--- config.mk ---
export PLATFORM = sky130hd
export DESIGN_NAME = wgt_timer
export DESIGN_NICKNAME = d
export VERILOG_FILES = /design/src/rtl/wgt_pkg.sv /design/src/rtl/wgt_count.sv /design/src/rtl/wgt_cmpreg.sv /design/src/rtl/wgt_wave.sv /design/src/rtl/wgt_timer.sv
export SDC_FILE = /design/constraint.sdc
export NUM_CORES = 1
export LEC_CHECK = 0
export CELL_PAD_IN_SITES_DETAIL_PLACEMENT = 0
export CELL_PAD_IN_SITES_GLOBAL_PLACEMENT = 1
export CORE_MARGIN = 8
export CORE_UTILIZATION = 34
export DETAILED_ROUTE_END_ITERATION = 16
export PLACE_DENSITY = 0.68
export SLEW_MARGIN = 30
export SYNTH_ARGS = -nofsm -noshare
export SYNTH_HDL_FRONTEND = slang
export SYNTH_SLANG_ARGS = --single-unit
--- constraint.sdc ---
create_clock -name clk -period 2.8 [get_ports clk]
set_clock_uncertainty 0.2 [all_clocks]
set_input_delay 0.28 -clock clk [delete_from_list [all_inputs] [get_ports clk]]
set_output_delay 0.28 -clock clk [all_outputs]
set_load 0.05 [all_outputs]
--- src/rtl/wgt_pkg.sv ---
// Package for the waveform timer.
// Holds the mode and output-action encodings and the register addresses.
// Assumes a register data width of at least 8 bits (strobe sits in bit 7).
package wgt_pkg;
    typedef enum logic [1:0] {
        MODE_PLAIN = 2'b00,
        MODE_DUAL  = 2'b01,
        MODE_CLR   = 2'b10,
        MODE_FAST  = 2'b11
    } tmode_e;

    typedef enum logic [1:0] {
        ACT_NONE   = 2'b00,
        ACT_TOGGLE = 2'b01,
        ACT_LOW    = 2'b10,
        ACT_HIGH   = 2'b11
    } tact_e;

    localparam logic [1:0] ADDR_CTRL  = 2'd0;
    localparam logic [1:0] ADDR_COUNT = 2'd1;
    localparam logic [1:0] ADDR_CMP   = 2'd2;
    localparam logic [1:0] ADDR_FLAGS = 2'd3;
    localparam int         FORCE_BIT  = 7;

    // Modes 01 and 11 are the PWM modes: bit 0 of the mode selects them.
    function automatic logic is_pwm(tmode_e m);
        return m[0];
    endfunction
endpackage

--- src/rtl/wgt_count.sv ---
// Counter core of the waveform timer.
// Steps once per tick in the sequence picked by the mode and reports the
// per-tick events (wrap at MAX, dual-slope bottom, compare match).
// Assumes cmp_act is stable for the cycle; events are combinational and
// qualified by tick.
module wgt_count
    import wgt_pkg::*;
#(
    parameter int W = 8
) (
    input  logic         clk,
    input  logic         rst_n,
    input  logic         tick,
    input  tmode_e       mode,
    input  logic [W-1:0] cmp_act,
    output logic [W-1:0] cnt,
    output logic         cnt_dn,
    output logic         ev_max,
    output logic         ev_dual_bot,
    output logic         ev_match
);
    localparam logic [W-1:0] CNT_MAX = {W{1'b1}};
    localparam logic [W-1:0] CNT_ONE = {{(W-1){1'b0}}, 1'b1};

    logic at_max;
    logic at_zero;

    // Decode the count landmarks and the tick events.
    always_comb begin
        at_max      = (cnt == CNT_MAX);
        at_zero     = (cnt == '0);
        ev_max      = tick && at_max && (mode != MODE_DUAL || !cnt_dn);
        ev_dual_bot = tick && (mode == MODE_DUAL) && cnt_dn && at_zero;
        ev_match    = tick && (cnt == cmp_act);
    end

    // Advance the count and the slope direction on each tick.
    always_ff @(posedge clk) begin
        if (!rst_n) begin
            cnt    <= '0;
            cnt_dn <= 1'b0;
        end else if (tick) begin
            unique case (mode)
                MODE_DUAL: begin
                    if (!cnt_dn) begin
                        if (at_max) begin
                            cnt    <= CNT_MAX - CNT_ONE;
                            cnt_dn <= 1'b1;
                        end else begin
                            cnt <= cnt + CNT_ONE;
                        end
                    end else if (at_zero) begin
                        cnt    <= CNT_ONE;
                        cnt_dn <= 1'b0;
                    end else begin
                        cnt <= cnt - CNT_ONE;
                    end
                end
                MODE_CLR: begin
                    cnt    <= (cnt == cmp_act) ? '0 : cnt + CNT_ONE;
                    cnt_dn <= 1'b0;
                end
                default: begin
                    cnt    <= cnt + CNT_ONE;
                    cnt_dn <= 1'b0;
                end
            endcase
        end
    end

    // without a tick the count holds.
    p_hold_r2: assert property (@(posedge clk) disable iff (!rst_n)
        !tick |=> $stable(cnt));

    // a match tick in clear-on-match mode returns the count to zero.
    p_ctc_clear_r3: assert property (@(posedge clk) disable iff (!rst_n)
        (tick && mode == MODE_CLR && cnt == cmp_act) |=> (cnt == '0));

    // dual-slope mode moves by exactly one per tick.
    p_dual_step_r4: assert property (@(posedge clk) disable iff (!rst_n)
        (tick && mode == MODE_DUAL) |=>
            (cnt == $past(cnt) + CNT_ONE || cnt == $past(cnt) - CNT_ONE));
endmodule

--- src/rtl/wgt_cmpreg.sv ---
// Compare register with a shadow copy.
// The written value is held in cmp_buf; cmp_act is what the counter matches.
// Outside the PWM modes cmp_act follows cmp_buf every cycle; in PWM modes it
// is loaded only on the update event supplied by the counter.
module wgt_cmpreg
    import wgt_pkg::*;
#(
    parameter int W = 8
) (
    input  logic         clk,
    input  logic         rst_n,
    input  logic         wr,
    input  logic [W-1:0] wdata,
    input  tmode_e       mode,
    input  logic         upd,
    output logic [W-1:0] cmp_buf,
    output logic [W-1:0] cmp_act
);
    logic pwm;

    // Classify the mode for the buffering rule.
    always_comb pwm = is_pwm(mode);

    // Capture software writes into the shadow copy.
    always_ff @(posedge clk) begin
        if (!rst_n)  cmp_buf <= '0;
        else if (wr) cmp_buf <= wdata;
    end

    // Move the shadow copy into the active value at the mode's update point.
    always_ff @(posedge clk) begin
        if (!rst_n)           cmp_act <= '0;
        else if (!pwm || upd) cmp_act <= cmp_buf;
    end

    // in PWM modes the active compare value changes only at the update point.
    p_buffer_hold_r6: assert property (@(posedge clk) disable iff (!rst_n)
        (pwm && !upd) |=> $stable(cmp_act));
endmodule

--- src/rtl/wgt_wave.sv ---
// Waveform output register.
// Applies the forced action, the PWM set/clear points or the non-PWM match
// action to one output bit. A forced action takes the place of a match action
// in the same cycle. Assumes events arrive already qualified by tick.
module wgt_wave
    import wgt_pkg::*;
(
    input  logic   clk,
    input  logic   rst_n,
    input  tmode_e mode,
    input  tact_e  act,
    input  logic   cnt_dn,
    input  logic   ev_max,
    input  logic   ev_match,
    input  logic   force_go,
    input  tact_e  force_act,
    output logic   wave
);
    logic wave_nxt;

    // Result of a non-PWM action on the current output.
    function automatic logic apply_act(tact_e a, logic cur);
        unique case (a)
            ACT_TOGGLE: return ~cur;
            ACT_LOW:    return 1'b0;
            ACT_HIGH:   return 1'b1;
            default:    return cur;
        endcase
    endfunction

    // Pick the next output level by priority: force, PWM points, match.
    always_comb begin
        wave_nxt = wave;
        if (force_go) begin
            wave_nxt = apply_act(force_act, wave);
        end else if (mode == MODE_FAST) begin
            if (act == ACT_LOW || act == ACT_HIGH) begin
                if (ev_max)        wave_nxt = (act == ACT_LOW);
                else if (ev_match) wave_nxt = (act == ACT_HIGH);
            end
        end else if (mode == MODE_DUAL) begin
            if (ev_match && (act == ACT_LOW || act == ACT_HIGH))
                wave_nxt = (act == ACT_LOW) ? cnt_dn : !cnt_dn;
        end else if (ev_match) begin
            wave_nxt = apply_act(act, wave);
        end
    end

    // Hold the output level.
    always_ff @(posedge clk) begin
        if (!rst_n) wave <= 1'b0;
        else        wave <= wave_nxt;
    end

    // in fast PWM with action 10 the wrap tick leaves the output high.
    p_fast_bottom_r8: assert property (@(posedge clk) disable iff (!rst_n)
        (!force_go && mode == MODE_FAST && act == ACT_LOW && ev_max) |=> wave);
endmodule

--- src/rtl/wgt_timer.sv ---
// Waveform timer/counter top level.
// Holds the control and flag registers, decodes the register port and ties
// the counter, compare register and output logic together. The force strobe
// is taken from write data and never stored. Assumes W >= 8.
module wgt_timer
    import wgt_pkg::*;
#(
    parameter int W = 8
) (
    input  logic         clk,
    input  logic         rst_n,
    input  logic         tick,
    input  logic         reg_wr,
    input  logic [1:0]   reg_addr,
    input  logic [W-1:0] reg_wdata,
    output logic [W-1:0] reg_rdata,
    input  logic         dir_en,
    output logic         wave_out,
    output logic         wave_oe,
    output logic         ovf_flag,
    output logic         cmp_flag
);
    localparam int PAD_CTRL = W - 4;
    localparam int PAD_FLAG = W - 2;

    tmode_e       mode_q;
    tact_e        act_q;
    logic         wr_ctrl;
    logic         wr_cmp;
    logic         wr_flags;
    logic         force_go;
    tmode_e       wr_mode;
    tact_e        wr_act;
    logic [W-1:0] cnt;
    logic         cnt_dn;
    logic         ev_max;
    logic         ev_dual_bot;
    logic         ev_match;
    logic [W-1:0] cmp_buf;
    logic [W-1:0] cmp_act;
    logic         ovf_set;

    // Decode register writes and the force strobe.
    always_comb begin
        wr_ctrl  = reg_wr && (reg_addr == ADDR_CTRL);
        wr_cmp   = reg_wr && (reg_addr == ADDR_CMP);
        wr_flags = reg_wr && (reg_addr == ADDR_FLAGS);
        wr_mode  = tmode_e'(reg_wdata[1:0]);
        wr_act   = tact_e'(reg_wdata[3:2]);
        force_go = wr_ctrl && reg_wdata[FORCE_BIT] && !is_pwm(wr_mode);
    end

    // Store mode and output action.
    always_ff @(posedge clk) begin
        if (!rst_n) begin
            mode_q <= MODE_PLAIN;
            act_q  <= ACT_NONE;
        end else if (wr_ctrl) begin
            mode_q <= wr_mode;
            act_q  <= wr_act;
        end
    end

    wgt_count #(.W(W)) u_count (
        .clk        (clk),
        .rst_n      (rst_n),
        .tick       (tick),
        .mode       (mode_q),
        .cmp_act    (cmp_act),
        .cnt        (cnt),
        .cnt_dn     (cnt_dn),
        .ev_max     (ev_max),
        .ev_dual_bot(ev_dual_bot),
        .ev_match   (ev_match)
    );

    wgt_cmpreg #(.W(W)) u_cmpreg (
        .clk    (clk),
        .rst_n  (rst_n),
        .wr     (wr_cmp),
        .wdata  (reg_wdata),
        .mode   (mode_q),
        .upd    (ev_max),
        .cmp_buf(cmp_buf),
        .cmp_act(cmp_act)
    );

    wgt_wave u_wave (
        .clk      (clk),
        .rst_n    (rst_n),
        .mode     (mode_q),
        .act      (act_q),
        .cnt_dn   (cnt_dn),
        .ev_max   (ev_max),
        .ev_match (ev_match),
        .force_go (force_go),
        .force_act(wr_act),
        .wave     (wave_out)
    );

    // Select the overflow point for the current mode.
    always_comb ovf_set = (mode_q == MODE_DUAL) ? ev_dual_bot : ev_max;

    // Set flags on events; write-one clears, and a set wins.
    always_ff @(posedge clk) begin
        if (!rst_n) begin
            ovf_flag <= 1'b0;
            cmp_flag <= 1'b0;
        end else begin
            ovf_flag <= ovf_set  || (ovf_flag && !(wr_flags && reg_wdata[0]));
            cmp_flag <= ev_match || (cmp_flag && !(wr_flags && reg_wdata[1]));
        end
    end

    // Read mux and pin override.
    always_comb begin
        unique case (reg_addr)
            ADDR_CTRL:  reg_rdata = {{PAD_CTRL{1'b0}}, act_q, mode_q};
            ADDR_COUNT: reg_rdata = cnt;
            ADDR_CMP:   reg_rdata = cmp_buf;
            default:    reg_rdata = {{PAD_FLAG{1'b0}}, cmp_flag, ovf_flag};
        endcase
        wave_oe = (act_q != ACT_NONE) && dir_en;
    end

    // a strobe without a match never sets the compare flag.
    p_force_noflag_r10: assert property (@(posedge clk) disable iff (!rst_n)
        (force_go && !ev_match && !cmp_flag) |=> !cmp_flag);

    // in dual-slope mode the overflow flag stays clear away from the bottom.
    p_dual_ovf_r4: assert property (@(posedge clk) disable iff (!rst_n)
        (mode_q == MODE_DUAL && !ev_dual_bot && !ovf_flag) |=> !ovf_flag);
endmodule

* After elaboration in Yosys (flattened, before gate mapping) *
Index checks and enable logic that the tools add are counted.

word-level totals
  register bits = 32
  bits of input ports = 15
  output and inout port bits = 12
  word-level logic and storage cells = 86

cells by class
  equal/unequal tests = 19
  mux-type cells = 22
  reduce and logical (&&, ||, !) cells = 33
  bitwise operators = 1
  $add $sub $neg = 2

operators with widths
  operator             count
  $mux 8               4
  $pmux 8 s3           1
  $logic_and 1x1->1    17
  $eq 2x2->1 const B   8
  $pmux 8 s2           1
  $mux 1               14
  $add 8x1->8 const B  1
  $eq 2x1->1 const B   4
  $eq 8x8->1           1
  $eq 8x8->1 const B   1
  $logic_not 8->1      1
  $sub 8x1->8 const B  1
  $pmux 1 s3           2
  $reduce_and 6->1     1
  $reduce_bool 6->1    1
  $logic_not 1->1      5
  $logic_or 1x1->1     5
  $ne 4x1->1 const B   1
  $ne 4x2->1 const B   1
  $ne 4x4->1 const B   1
  $reduce_bool 4->1    1
  $ne 3x3->1 const B   1
  $logic_not 2->1      1
  $ne 2x1->1 const B   1
  2 further kinds      2

* Depth between registers and ports, before layout *
  word-level depth = 7
  gate-level depth with buffers = 8
  gate-level depth less buffers = 7

* Modules after synthesis *
A second synthesis with hierarchy kept.

second synthesis, totals
  cell total of the unflattened synthesis = 277
  area total of the unflattened synthesis = 2302.2 µm²

modules (own cells, without submodules)
  module      cells each  area each (µm²)  instances  sequential area each (µm²)
  wgt_count   148         1091.0           1          180.2
  wgt_cmpreg  61          630.6            1          320.3
  wgt_timer   48          435.4            1          120.1
  wgt_wave    20          145.1            1          20.0

* Worst setup path before layout *
Ideal clock, no wire load.

  kind = register to output
  start = reg act_q[1]
  end = out reg_rdata[3]
  cell stages (with the launch flop) = 4
  path slack = 0.614 ns
  required time = 2.320 ns
  arrival time = 1.706 ns
  path buffers = 1
  path through = dfxtp_1 clkbuf_1 mux2i_1 o21ai_0

between the ends
  cells in the longest elaborated chain, start to end = 1

ends and longest elaborated chain
  what                    line              text
  from (decl)             wgt_timer.sv:27   tact_e act_q;
  from (signal assigned)  wgt_timer.sv:60   act_q <= wr_act;
  $pmux 8 s3              wgt_timer.sv:117  unique case (reg_addr)
  to (decl)               wgt_timer.sv:16   output logic [W-1:0] reg_rdata,

Every way passes these cells.

* Final worst setup path *
  start = reg mode_q[0]
  end = reg u_count.cnt[4]

between the ends
  cells in the longest elaborated chain, start to end = 2
  elaborated cells between the ends (all ways) = 3
  those cells by class = eq/ne: 2; mux: 1

ends and longest elaborated chain
  what                                             line             text
  from (decl)                                      wgt_timer.sv:26  tmode_e mode_q;
  from (signal assigned)                           wgt_timer.sv:59  mode_q <= wr_mode;
  $eq 2x2->1 / $eq 2x1->1 (equally long branches)  wgt_count.sv:43  unique case (mode)
  $pmux 8 s2 (*)                                   wgt_count.sv:43
  to (signal assigned)                             wgt_count.sv:47  cnt <= CNT_MAX - CNT_ONE;
  to (signal assigned)                             wgt_count.sv:50  cnt <= cnt + CNT_ONE;
  to (signal assigned)                             wgt_count.sv:56  cnt <= cnt - CNT_ONE;
  to (decl)                                        wgt_count.sv:16  output logic [W-1:0] cnt,

Every way passes the cells marked *; elsewhere a longest branch is shown, timed or not.
A chain may end at the register's enable or synchronous reset.

==> impl_metrics.ini <==
[cts]
cts-root-buf = clkbuf_8
cts_setup_buffers = 0
cts_resized = 0
clock_latency_ns = 0.29
clk_pin_slew_worst_paths_ns = 0.08
tritoncts = built
cts_max_level = 2
cts_max_path_buffers = 2
cts_num_sinks = 32
numCtsBuffers = 5
hold_buffers = 0

[placed_design]
dp_hpwl_um = 4928
routabilityCongestion = 0.8465
place_inst = 383
io_buffers = 26

[pwr]
internal-power_mw = 0.7689
p_leak_nw = 1.106
seq_power_share = 0.438
netSwitchingFraction = 0.3059
p_switching_mw = 0.3389
clockPowerShare = 0.351
power_density_mw_per_mm2 = 399.7
power_frac_comb = 0.211
max-vdd-ir-drop_v = 0.0002086

[routing]
route.detailed.drc = 0
drtPass1Iterations = 4
dr.first_iter.drc_count = 179
routed_wl_um = 6677
routedWlPerCell_um = 17.08
routed-wl-met3_um = 366
via_per_inst = 5.627
wl_met1_um = 3118
via_count = 2200
wl_met2_um = 3116
top_layer = met4
ant_nets = 0

[setup_path]
critPathMaxStageDelay_ns = 0.41
critPathSlowestCell = dfxtp_1
critPathLaunchType = register
cp_cell_sequence = inv_1 -> ha_1 -> nand4b_1 -> o22a_1 -> a31o_2 -> or3_1 -> a31oi_1
r2r_cells = 7
critPathArrivalTime_ns = 2.40
crit_required_ns = 2.83
r2r_start = mode_q[0]$_SDFFE_PN0N_
timing.critical_path.from = mode_q[0]$_SDFFE_PN0N_
worstSetupEndpointType = register
worstSetupPathType = reg -> reg
path_buf_inv = 1
rr_endpoint = u_count.cnt[4]$_SDFFE_PN0P_
r2r_slack_ns = 0.42
path_max_fanout = 6
crit_family = compound AO/OA/AOI/OAI gates

[worst_hold_path]
hp-start = u_cmpreg.cmp_buf[4]$_SDFFE_PN0P_
worstHoldEndpoint = u_cmpreg.cmp_buf[4]$_SDFFE_PN0P_
holdCritPathClass = reg -> reg
hold_depth = 2

[global_routing]
overflow = 0
grt_use_total = 0.1446
grt_max_degree = 23
antenna_found_initial = 0
grt_pass1_wl_um = 11400
grt_pass1_vias = 2198

[yosys]
synth_area_mm2 = 0.002225
ys_seq_elements = 32
synth_seq_area_share = 0.2880
synthArstFlopShare = 0
yosys.area.top_type = dfxtp_1
avgSynthCellArea_um2 = 7.889
ys_warn_count = 0
synth_edf_count = 0
synthFlopType = dfxtp_1
synth_nets = 304
synth_top_area_frac = 0.2880
netlist_instances = 282
yosys-top-cells-area = dfxtp_1 (29%), mux2i_1 (7.2%), nor2_1 (4.2%), ha_1 (3.9%), xor2_1 (3.9%)
synth_cell_type_count = 55

[outcome]
outcome = finished, final reports clean

[timing]
clock.fmax_mhz = 420.9
setup_viol = 0
rsz0062_at_grt = no
finalCritPeriodShare = 0.8486
slew_viol_final = 0
tns_ns = 0
layout_min_cycle_time_ns = 2.376
hold_viol_final = 0
worst_pin_slew_ns = 0.5162
slew_headroom = 0.6548

[floorplanning]
start_util = 0.3503
row_count = 29
core_mm2 = 0.006350
die_area_mm2 = 0.009388
io_pins = 27
die_y_um = 96.89
die_x_um = 96.89

[final_layout]
area_delta_synth_final_pct = 24.58
drive_above_1_share = 0.1433
diodes = 0
finalNonFillerCells = 391
nets = 335
nFillCells = 632

[flow_run]
cap_violations = 0
cell type report:
type                    count  area (µm²)  share of cell area
multi-input cells         217        1431              0.5165
flip-flops and latches     32       640.6              0.2312
repair buffers             47       473.0              0.1707
well taps                  77       96.34             0.03476
clock buffers               6       82.58             0.02980
inverters                  10       37.54             0.01354
clock inverters             2       10.01            0.003612
cells by family after synthesis:
group | share of synthesized area
flip-flops | 0.2880
adder cells (fa/ha/maj) | 0.03937
multiplexers | 0.09224
AND/OR/NAND/NOR | 0.2593
AO/OA/AOI/OAI | 0.2053
buffers and inverters | 0.06862
XOR/XNOR | 0.04724
how the worst max path moves through the flow:
stage / endpoint / slack (ns) / depth (start not counted)
global route: reg_rdata[2] / 0.31 / 5
CTS: reg_rdata[2] / 0.43 / 5
floorplan: reg_rdata[3] / 0.61 / 3
global placement: reg_rdata[2] / 0.42 / 5
detailed placement: reg_rdata[2] / 0.43 / 5
finish: u_count.cnt[4]$_SDFFE_PN0P_ / 0.42 / 7
flip-flops by register name, indices dropped and copies added, names as in the netlist:
name / count
u_count.cnt: 8
u_count.cnt_dn: 1
u_wave.wave: 1
act_q: 2
mode_q: 2
u_cmpreg.cmp_act: 8
cmp_flag: 1
ovf_flag: 1
u_cmpreg.cmp_buf: 8
metal layers:
metal,vias to the layer above,track usage
met5,-,0
met2,61,0.2318
met3,8,0.03698
met1,1037,0.1858
li1,1094,-
met4,0,0.03905
Yosys cell counts (4+ instances only):
cell type / count
nor2b_1: 6
dfxtp_1: 32
nor2_1: 25
inv_1: 10
ha_1: 7
nand2_1: 23
nand2b_1: 5
o221ai_1: 6
nand4_1: 6
nor4_1: 5
xor2_1: 10
clkbuf_1: 11
nor3_1: 12
nand3_1: 17
a21oi_1: 17
mux2i_1: 16
a31oi_1: 4
buf_2: 8
a22o_1: 4
o21ai_0: 16
cells in the final DEF, fill, tap and decap left out, types with 6 or more instances in the layout:
| cell type | instances |
|---|---|
| dfxtp_1 | 32 |
| nor2_1 | 25 |
| nand2_1 | 23 |
| buf_4 | 23 |
| clkdlybuf4s50_1 | 18 |
| nand3_1 | 17 |
| a21oi_1 | 17 |
| mux2i_1 | 16 |
| o21ai_0 | 16 |
| nor3_1 | 12 |
| inv_1 | 10 |
| xor2_1 | 10 |
| ha_1 | 7 |
| nor2b_1 | 6 |
| nand4_1 | 6 |
| o221ai_1 | 6 |
| clkbuf_8 | 6 |
| buf_12 | 6 |
per-stage QoR:
step / hold slack [ns] / utilization / power [mW] / setup WS, ns / instance area (µm²)
after floorplan: 0.2186 / - / 0.6391 / 0.6144 / 2225
after global routing: 0.3056 / 0.4365 / 1.167 / 0.3081 / 2771
after global placement: 0.2649 / 0.4219 / 0.7291 / 0.4180 / 2679
after CTS: 0.2778 / 0.4365 / 1.119 / 0.4302 / 2771
after detailed placement: 0.2675 / 0.4219 / 0.7286 / 0.4251 / 2679
final: 0.2754 / 0.4365 / 1.108 / 0.4240 / 2771
power by group through the flow:
stage / logic [mW] / registers, mW / clock network [mW]
after floorplan: 0.143 / 0.496 / 0
after global placement: 0.234 / 0.495 / 0
after detailed placement: 0.233 / 0.495 / 0
after CTS: 0.235 / 0.485 / 0.399
after global routing: 0.255 / 0.487 / 0.425
final: 0.234 / 0.485 / 0.389
worst reg2reg max path, cell delays in order (launching register included):
cell and delay, ns:
dfxtp_1 0.41, inv_1 0.10, ha_1 0.39, nand4b_1 0.21, o22a_1 0.27, a31o_2 0.27, or3_1 0.34, a31oi_1 0.13
(Power assumes the default switching activity.)
